### src/rtl/duart_common_pkg.sv
package duart_common_pkg;
  localparam int DATA_W    = 8;
  localparam int ADDR_W    = 6;
  localparam int NUM_CH    = 2;
  localparam int CH_STRIDE = 4;
  localparam int TX_POS    = 0;
  localparam int RX_POS    = 1;

  // Common register offsets
  localparam logic [ADDR_W-1:0] OFS_AUX    = 6'h10;
  localparam logic [ADDR_W-1:0] OFS_INT    = 6'h14;
  localparam logic [ADDR_W-1:0] OFS_INPCFG = 6'h34;
  localparam logic [ADDR_W-1:0] OFS_OPSET  = 6'h38;
  localparam logic [ADDR_W-1:0] OFS_OPCLR  = 6'h3C;

  typedef struct packed {
    logic aux;
    logic mask;
    logic cfg;
    logic opset;
    logic opclr;
  } wr_sel_t;
endpackage

### src/rtl/duart_rst_sync.sv
module duart_rst_sync (
  input  logic clk,
  input  logic rst_n,
  output logic rst_sync_n
);
  logic [1:0] stage_q;

  always_ff @(posedge clk or negedge rst_n) begin
    if (!rst_n) stage_q <= 2'b00;
    else        stage_q <= {stage_q[0], 1'b1};
  end

  assign rst_sync_n = stage_q[1];
endmodule

### src/rtl/duart_irq_ctrl.sv
module duart_irq_ctrl #(
  parameter int DATA_W    = 8,
  parameter int NUM_CH    = 2,
  parameter int CH_STRIDE = 4,
  parameter int TX_POS    = 0,
  parameter int RX_POS    = 1
) (
  input  logic              clk,
  input  logic              rst_n,
  input  logic [NUM_CH-1:0] txrdy,
  input  logic [NUM_CH-1:0] rxrdy,
  input  logic              mask_we,
  input  logic [DATA_W-1:0] mask_wdata,
  output logic [DATA_W-1:0] status,
  output logic              irq_n
);
  localparam int USED_W = NUM_CH * CH_STRIDE;

  function automatic logic [DATA_W-1:0] defined_bits();
    logic [DATA_W-1:0] m;
    m = '0;
    for (int c = 0; c < NUM_CH; c++) begin
      m[c*CH_STRIDE + TX_POS] = 1'b1;
      m[c*CH_STRIDE + RX_POS] = 1'b1;
    end
    return m;
  endfunction

  localparam logic [DATA_W-1:0] DEF_BITS = defined_bits();

  logic [DATA_W-1:0] stat_d, stat_q;
  logic [DATA_W-1:0] mask_d, mask_q;
  logic              armed_q;

  initial begin
    if (USED_W > DATA_W) $error("channel bits exceed register width");
  end

  always_comb begin
    stat_d = '0;
    for (int c = 0; c < NUM_CH; c++) begin
      stat_d[c*CH_STRIDE + TX_POS] = txrdy[c];
      stat_d[c*CH_STRIDE + RX_POS] = rxrdy[c];
    end
  end

  always_comb begin
    mask_d = mask_q;
    if (mask_we) mask_d = mask_wdata & DEF_BITS;
  end

  always_ff @(posedge clk or negedge rst_n) begin
    if (!rst_n) begin
      stat_q  <= '0;
      mask_q  <= '0;
      armed_q <= 1'b0;
    end else begin
      stat_q  <= stat_d;
      mask_q  <= mask_d;
      armed_q <= 1'b1;
    end
  end

  assign status = stat_q;
  assign irq_n  = ~|(stat_q & mask_q);

  // Status bits track the channel flags one edge later
  for (genvar gc = 0; gc < NUM_CH; gc++) begin : g_chk
    a_r2_tx_follow: assert property (@(posedge clk) disable iff (!rst_n)
      armed_q |-> (stat_q[gc*CH_STRIDE + TX_POS] == $past(txrdy[gc])));
    a_r5_rx_follow: assert property (@(posedge clk) disable iff (!rst_n)
      armed_q |-> (stat_q[gc*CH_STRIDE + RX_POS] == $past(rxrdy[gc])));
  end

  // A mask write of zero silences the request on the next edge
  a_r4_mask_off: assert property (@(posedge clk) disable iff (!rst_n)
    (mask_we && (mask_wdata == '0)) |=> irq_n);

  // Reserved status positions never rise
  a_r11_reserved: assert property (@(posedge clk) disable iff (!rst_n)
    armed_q |-> ((status & ~DEF_BITS) == '0));
endmodule

### src/rtl/duart_io_port.sv
module duart_io_port #(
  parameter int PORT_W = 8
) (
  input  logic              clk,
  input  logic              rst_n,
  input  logic              set_we,
  input  logic              clr_we,
  input  logic [PORT_W-1:0] wdata,
  output logic [PORT_W-1:0] pins_n,
  input  logic [PORT_W-1:0] ip_pins,
  output logic [PORT_W-1:0] ip_sync
);
  logic [PORT_W-1:0] op_d, op_q;
  logic [PORT_W-1:0] meta_q, sync_q;

  always_comb begin
    op_d = op_q;
    if (set_we)      op_d = op_q | wdata;
    else if (clr_we) op_d = op_q & ~wdata;
  end

  always_ff @(posedge clk or negedge rst_n) begin
    if (!rst_n) begin
      op_q   <= '0;
      meta_q <= '0;
      sync_q <= '0;
    end else begin
      op_q   <= op_d;
      meta_q <= ip_pins;
      sync_q <= meta_q;
    end
  end

  assign pins_n  = ~op_q;
  assign ip_sync = sync_q;

  a_r6_set_bits: assert property (@(posedge clk) disable iff (!rst_n)
    set_we |=> ((~pins_n & $past(wdata)) == $past(wdata)));
  a_r7_clr_bits: assert property (@(posedge clk) disable iff (!rst_n)
    (clr_we && !set_we) |=> ((~pins_n & $past(wdata)) == '0));
  a_r12_hold: assert property (@(posedge clk) disable iff (!rst_n)
    (!set_we && !clr_we) |=> $stable(pins_n));
endmodule

### src/rtl/duart_shared_regs.sv
module duart_shared_regs
  import duart_common_pkg::*;
#(
  parameter int P_DATA_W = DATA_W,
  parameter int P_ADDR_W = ADDR_W,
  parameter int P_NUM_CH = NUM_CH
) (
  input  logic                clk,
  input  logic                rst_n,
  input  logic                bus_wr,
  input  logic [P_ADDR_W-1:0] bus_addr,
  input  logic [P_DATA_W-1:0] bus_wdata,
  output logic [P_DATA_W-1:0] bus_rdata,
  input  logic [P_NUM_CH-1:0] ch_txrdy,
  input  logic [P_NUM_CH-1:0] ch_rxrdy,
  output logic                irq_n,
  output logic [P_DATA_W-1:0] op_pins_n,
  input  logic [P_DATA_W-1:0] ip_pins,
  output logic [P_DATA_W-1:0] aux_ctrl,
  output logic [P_DATA_W-1:0] op_cfg
);
  logic                rst_sync_n;
  wr_sel_t             wsel;
  logic [P_DATA_W-1:0] status, ip_sync;
  logic [P_DATA_W-1:0] aux_d, aux_q, cfg_d, cfg_q;

  duart_rst_sync u_rst (
    .clk        (clk),
    .rst_n      (rst_n),
    .rst_sync_n (rst_sync_n)
  );

  always_comb begin
    wsel       = '0;
    wsel.aux   = bus_wr && (bus_addr == OFS_AUX);
    wsel.mask  = bus_wr && (bus_addr == OFS_INT);
    wsel.cfg   = bus_wr && (bus_addr == OFS_INPCFG);
    wsel.opset = bus_wr && (bus_addr == OFS_OPSET);
    wsel.opclr = bus_wr && (bus_addr == OFS_OPCLR);
  end

  duart_irq_ctrl #(
    .DATA_W    (P_DATA_W),
    .NUM_CH    (P_NUM_CH),
    .CH_STRIDE (CH_STRIDE),
    .TX_POS    (TX_POS),
    .RX_POS    (RX_POS)
  ) u_irq (
    .clk        (clk),
    .rst_n      (rst_sync_n),
    .txrdy      (ch_txrdy),
    .rxrdy      (ch_rxrdy),
    .mask_we    (wsel.mask),
    .mask_wdata (bus_wdata),
    .status     (status),
    .irq_n      (irq_n)
  );

  duart_io_port #(.PORT_W(P_DATA_W)) u_port (
    .clk     (clk),
    .rst_n   (rst_sync_n),
    .set_we  (wsel.opset),
    .clr_we  (wsel.opclr),
    .wdata   (bus_wdata),
    .pins_n  (op_pins_n),
    .ip_pins (ip_pins),
    .ip_sync (ip_sync)
  );

  always_comb begin
    aux_d = aux_q;
    cfg_d = cfg_q;
    if (wsel.aux) aux_d = bus_wdata;
    if (wsel.cfg) cfg_d = bus_wdata;
  end

  always_ff @(posedge clk or negedge rst_sync_n) begin
    if (!rst_sync_n) begin
      aux_q <= '0;
      cfg_q <= '0;
    end else begin
      aux_q <= aux_d;
      cfg_q <= cfg_d;
    end
  end

  assign aux_ctrl = aux_q;
  assign op_cfg   = cfg_q;

  always_comb begin
    case (bus_addr)
      OFS_INT:    bus_rdata = status;
      OFS_INPCFG: bus_rdata = ip_sync;
      default:    bus_rdata = '0;
    endcase
  end

  a_r10_cfg_store: assert property (@(posedge clk) disable iff (!rst_sync_n)
    (bus_wr && bus_addr == OFS_INPCFG) |=> (op_cfg == $past(bus_wdata)));
  a_r10_aux_store: assert property (@(posedge clk) disable iff (!rst_sync_n)
    (bus_wr && bus_addr == OFS_AUX) |=> (aux_ctrl == $past(bus_wdata)));
  a_r12_aux_hold: assert property (@(posedge clk) disable iff (!rst_sync_n)
    !(bus_wr && (bus_addr == OFS_AUX || bus_addr == OFS_INPCFG))
      |=> ($stable(aux_ctrl) && $stable(op_cfg)));
endmodule

### config.mk
export PLATFORM = sky130hd
export DESIGN_NAME = duart_shared_regs
export DESIGN_NICKNAME = d
export VERILOG_FILES = /design/src/rtl/duart_common_pkg.sv /design/src/rtl/duart_rst_sync.sv /design/src/rtl/duart_irq_ctrl.sv /design/src/rtl/duart_io_port.sv /design/src/rtl/duart_shared_regs.sv
export SDC_FILE = /design/constraint.sdc
export NUM_CORES = 1
export LEC_CHECK = 0
export BUFFER_PORTS_ARGS = -buffer_cell sky130_fd_sc_hd__buf_4
export CORE_ASPECT_RATIO = 0.6
export CORE_MARGIN = 3
export CORE_UTILIZATION = 51
export CTS_BUF_LIST = sky130_fd_sc_hd__clkbuf_8
export CTS_CLUSTER_DIAMETER = 50
export DETAILED_ROUTE_END_ITERATION = 10
export PLACE_DENSITY = 0.81
export SLEW_MARGIN = 40
export SYNTH_ARGS = -nofsm -noshare
export SYNTH_HDL_FRONTEND = slang
export SYNTH_SLANG_ARGS = --single-unit
export TNS_END_PERCENT = 100
### constraint.sdc
create_clock -name clk -period 2.35 [get_ports clk]
set_clock_uncertainty 0.2 [all_clocks]
set_input_delay 0.3525 -clock clk [delete_from_list [all_inputs] [get_ports clk]]
set_output_delay 0.3525 -clock clk [all_outputs]
set_load 0.005 [all_outputs]
==> flow_summary.ini, run 1 <==
[global_routing]
overflow = 0
grt_pass1_wl_mm = 6.78
antenna_found_initial = 0
grt_max_degree = 28
grt_pass1_vias = 1293
grt_use_total = 0.209

[place]
post-place-cells = 226
placed_cell_area_um2 = 2370
dp_slack_ns = 0.0165
place_congestion = 0.821
hpwl_mm = 3.03
portBuffers = 61

[die]
core.rowCount = 16
die_h_um = 52.8
dieArea_um2 = 4440
fp.coreArea_um2 = 3380
initial_core_util = 0.551
ios = 62
die_x_um = 84.0

[setup_path]
cp_slowest_cell = or4b_4
crit-reg2reg-capture = aux_ctrl[2]
r2r_setup_slack_ns = 1.19
critPathArrivalTime_ns = 1.61
required_ns = 1.80
crit_path_max_fanout = 8
end_kind = primary output
crit_type = in2out
crit_top_cell = buf_4
worstPathCellList = buf_4, or4b_4, nor2b_1, buf_4, a22o_1, buf_4
endpoint = bus_rdata[1]
crit_start = bus_addr[1]
regToRegStartpoint = u_rst.stage_q[1]
reg2regPathDepth = 1
crit_path_start_kind = input pin
slowest_delay_ns = 0.56

[clocking]
htreeDepth = 2
clock_sinks = 50
path_clk_slew_ns = 0.09
hold_buffers = 13
cts_setup_buffers = 0
clkLatencyLatePin_ns = 0.30
cts_buffers = 5
cts_tree = yes
clockBufferDepth = 2
cts_resized = 0
cts_root_buffer = clkbuf_8

[drt]
drc = 0
postRouteAntennaNets = 0
drtIter0Drc = 177
via_per_inst = 5.43
wirelength_mm = 4.39
route.detailed.wl_per_inst_um = 17.8
dr.pass1.iters = 4
num_vias = 1340

[timing]
min_period_over_period = 0.919
tns_ns = 0
rsz0062_at_grt = false
period_needed_ns = 2.16
hold_viol = 0
slew_violations = 0
setup_ws_ns = 0.190
worst_pin_slew_ns = 0.558
max_freq_mhz = 463
relSlewSlack = 0.628
setup_viol = 0

[synthesis]
syn-num-nets = 151
ys_async_sr_fraction = 1.00
ys_warn_count = 0
syn_avg_cell_area_um2 = 15.3
synth_edf_count = 0
synth-seq-cells = 50
synthCells = 122
seq_area_frac_synth = 0.672
synth.distinct_cells = 24
ys.flop_type = dfrtp_1
yosysTopAreaCell = dfrtp_1
syn_area_um2 = 1860
synthTopCellsByArea = dfrtp_1 67%, mux2_2 7.3%, mux2_4 6.4%, a41oi_1 3.3%, a22o_1 2.4%
synth_top_cell_area_share = 0.672

[power]
p_leak_uw = 0.00132
power_density_nw_per_um2 = 771
vdd_drop_max_mv = 0.402
power.total_uw = 2030

[layout]
layout-drive-gt1-share = 0.475
nets = 230
final_area_um2 = 2640
area_delta_synth_final_pct = 41.6
layout.cells.non_filler = 247
n_fill_cell = 196
diodes = 0

[flow_run]
maxCapViolCount = 0

[hold_path]
hold_class = reg2async

[status]
outcome = finished clean
[worst max-delay path, delay by kind of cell]
family,cells,cell delay [ns]
and+or+nand+nor,2,0.70
AOI/OAI and AO/OA,1,0.15
buffers and inverters,3,0.40
[layout by cell type, fill, tap and decap left out, types with 2 or more instances in the layout]
cell / count
dfrtp_1: 49
clkbuf_8: 5
mux2_4: 8
dlygate4sd3_1: 13
a22o_1: 5
mux2_2: 12
buf_4: 65
a31oi_1: 7
inv_1: 9
bufinv_16: 2
a41oi_1: 7
and2_1: 5
[cells by family after synthesis]
| family | Yosys count | share of synthesized area |
|---|---|---|
| buffers and inverters | 15 | 0.0389 |
| other | 1 | 0.00201 |
| and+or+nand+nor | 15 | 0.0604 |
| AOI/OAI and AO/OA | 20 | 0.0846 |
| muxes | 21 | 0.142 |
| DFF | 50 | 0.672 |
[report_power, final]
group | internal [uW] | leakage, uW | switching [uW] | total, uW
clock network | 426 | 0.0000683 | 285 | 711
registers | 950 | 0.000620 | 59.3 | 1010
logic | 198 | 0.000636 | 116 | 314
total | 1570 | 0.00132 | 460 | 2030
[Yosys cell counts (all sizes together), types with 2 or more instances]
master,instances
a22o,5
a31oi,7
a41oi,7
and2,5
buf,3
clkbuf,3
dfrtp,50
inv,9
mux2,20
or4b,2
[metrics by stage]
step / hold slack (ns) / util
final: 0.0604 / 0.780
after global routing: 0.0648 / 0.780
after CTS: 0.0662 / 0.780
after detailed placement: -0.0630 / 0.700
after global placement: -0.0653 / 0.700
after floorplan: -0.143 / -
[worst min-delay path by stage]
stage	startpoint	endpoint	slack [ns]	depth (start not counted)
floorplan	rst_n	u_rst.stage_q[0]	-0.14	0
global placement	rst_n	u_rst.stage_q[0]	-0.07	1
detailed placement	rst_n	u_rst.stage_q[0]	-0.06	1
CTS	u_rst.stage_q[1]	u_port.meta_q[0]	0.07	0
global route	bus_wdata[6]	register	0.06	2
finish	u_rst.stage_q[1]	u_irq.mask_q[0]	0.06	0
[layout make-up]
class	instances	area (um^2)	share of cell area
flip-flops and latches	50	1250	0.475
repair buffers	78	618	0.234
multi-input cells	57	539	0.204
clock buffers	5	68.8	0.0261
clock inverters	3	68.8	0.0261
well taps	45	56.3	0.0213
inverters	9	33.8	0.0128
[layer usage]
layer,routed length [um],part of all wire,track usage,up-vias
met1,1800,0.41,0.273,683
met2,2220,0.51,0.346,53
met5,0,0,0,-
met3,313,0.071,0.0565,9
li1,-,-,-,595
met4,50,0.011,0.0642,0
No activity file was read; power rests on OpenSTA's default activity.
==> run 2: changes to the inputs <==
--- a/config.mk
+++ b/config.mk
@@ -13,6 +13,7 @@
 export CTS_CLUSTER_DIAMETER = 50
 export DETAILED_ROUTE_END_ITERATION = 10
 export PLACE_DENSITY = 0.81
+export REMOVE_ABC_BUFFERS = 1
 export SLEW_MARGIN = 40
 export SYNTH_ARGS = -nofsm -noshare
 export SYNTH_HDL_FRONTEND = slang
==> run 2 against run 1 <==
  * Worst hold slack gained 0.017 ns
  * Wire length grew 0.52%
  * Sequential share of layout area grew 0.55 points
  * Utilization shrank 0.74 points
  * First-iteration DRC count shrank 64%
  * Count of clock-buffer cells in the layout is the same
  * Critical path type unchanged
  * Critical endpoint is now bus_rdata[5]
  * Largest cell class unchanged
==> flow_summary.ini, run 2 (same netlist as run 1, synthesis figures left out) <==
[status]
outcome = finished clean

[setup_path]
required_ns = 1.80
critPathArrivalTime_ns = 1.71
r2r_setup_slack_ns = 1.35
end_kind = primary output
crit_path_start_kind = input pin
reg2regPathDepth = 2
crit_type = in2out
crit_path_max_fanout = 4

[global_routing]
overflow = 0
antenna_found_initial = 0
grt_use_total = 0.211
grt_pass1_wl_mm = 6.74
grt_pass1_vias = 1304
grt_max_degree = 49

[clocking]
cts_buffers = 5
path_clk_slew_ns = 0.09
clockBufferDepth = 2
clock_sinks = 50
cts_root_buffer = clkbuf_8
cts_resized = 0
htreeDepth = 2
cts_tree = yes
clkLatencyLatePin_ns = 0.30

[place]
hpwl_mm = 3.08
portBuffers = 61
place_congestion = 0.808

[power]
power_switching_uw = 451
power_density_nw_per_um2 = 732
seqPwrFrac = 0.532
p_clk_frac = 0.308
combPwrFrac = 0.160
p_leak_uw = 0.00131
power.total_uw = 1910
p_sw_frac = 0.236
vdd_drop_max_mv = 0.782
cellInternalPower_uw = 1460

[drt]
wirelength_mm = 4.41
via_per_inst = 5.21
num_vias = 1287
drtIter0Drc = 63
postRouteAntennaNets = 0
dr.pass1.iters = 4
drc = 0
route.detailed.wl_per_inst_um = 17.9

[die]
die_h_um = 52.8
ios = 62
fp.coreArea_um2 = 3380
dieArea_um2 = 4440
initial_core_util = 0.551
core.rowCount = 16
die_x_um = 84.0

[timing]
worst_pin_slew_ns = 0.578
slew_violations = 0
setup_viol = 0
max_freq_mhz = 443
hold_viol = 0
rsz0062_at_grt = false
relSlewSlack = 0.614
holdWs_ns = 0.0771
min_period_over_period = 0.961
tns_ns = 0
period_needed_ns = 2.26

[layout]
layout_common_cells = 65 x buf_4, 49 x dfrtp_1, 13 x dlygate4sd3_1
area_delta_synth_final_pct = 40.2
nets = 230
layout-drive-gt1-share = 0.470
diodes = 0
layout_commonest_cell = buf_4

[hold_path]
worstHoldStart = bus_wdata[4]
holdPathStages = 2
hold_class = in2reg

[flow_run]
maxCapViolCount = 0
run 2: cell types whose count changed in the layout (fill, tap and decap cells not counted), sizes merged:
cell      delta
clkinv       -1
clkinvlp     +1
inv          +1
bufinv       -1
run 2: cell type report:
type                            count  area, um^2
Tap cell                           45        56.3
Clock buffer                        5        68.8
Inverter                            9        33.8
Sequential cell                    50        1250
Timing Repair Buffer               78         618
Fill cell                         204         771
Multi-Input combinational cell     57         539
Clock inverter                      3        41.3
run 2: worst max path at each step:
stage                     start      endpoint  cells after the start
floorplan           bus_addr[1]     op_cfg[0]                      3
global placement    bus_addr[1]     op_cfg[1]                      4
detailed placement  bus_addr[1]     op_cfg[5]                      4
CTS                 bus_addr[1]  bus_rdata[1]                      5
global route        bus_addr[1]  bus_rdata[5]                      5
finish              bus_addr[1]  bus_rdata[5]                      5
run 2: critical path, stage by stage:
cell	delay [ns]
buf_4	0.12
or4b_4	0.55
nor2_1	0.33
a22o_1	0.23
buf_4	0.12
run 2: timing repair:
action                    4_1_cts  5_1_grt
buffers inserted                0        0
hold endpoints to repair       14        0
hold buffers                   13        0
run 2: through the flow:
| step | cells | setup WS (ns) | cell area [um^2] | utilization |
|---|---|---|---|---|
| finish | 247 | 0.0911 | 2610 | 0.772 |
| global route | 247 | 0.0726 | 2610 | 0.772 |
| CTS | 247 | 0.206 | 2610 | 0.772 |
| detailed placement | 226 | 0.0407 | 2370 | 0.701 |
| global placement | 226 | 0.0935 | 2370 | 0.700 |
| floorplan | 116 | 0.245 | 1820 | - |
run 2: power groups by stage:
stage	clock (uW)	sequential (uW)	combinational (uW)
6_report	589	1020	306
5_1_grt	640	1030	333
4_1_cts	601	1020	308
3_5_place_dp	0	1030	290
3_3_place_gp	0	1020	279
2_1_floorplan	0	1020	108
run 2: per-layer routing:
metal | global-route usage | share of wire
met5 | 0 | 0
met4 | 0.0856 | 0.029
met3 | 0.0706 | 0.056
met2 | 0.352 | 0.49
met1 | 0.259 | 0.43
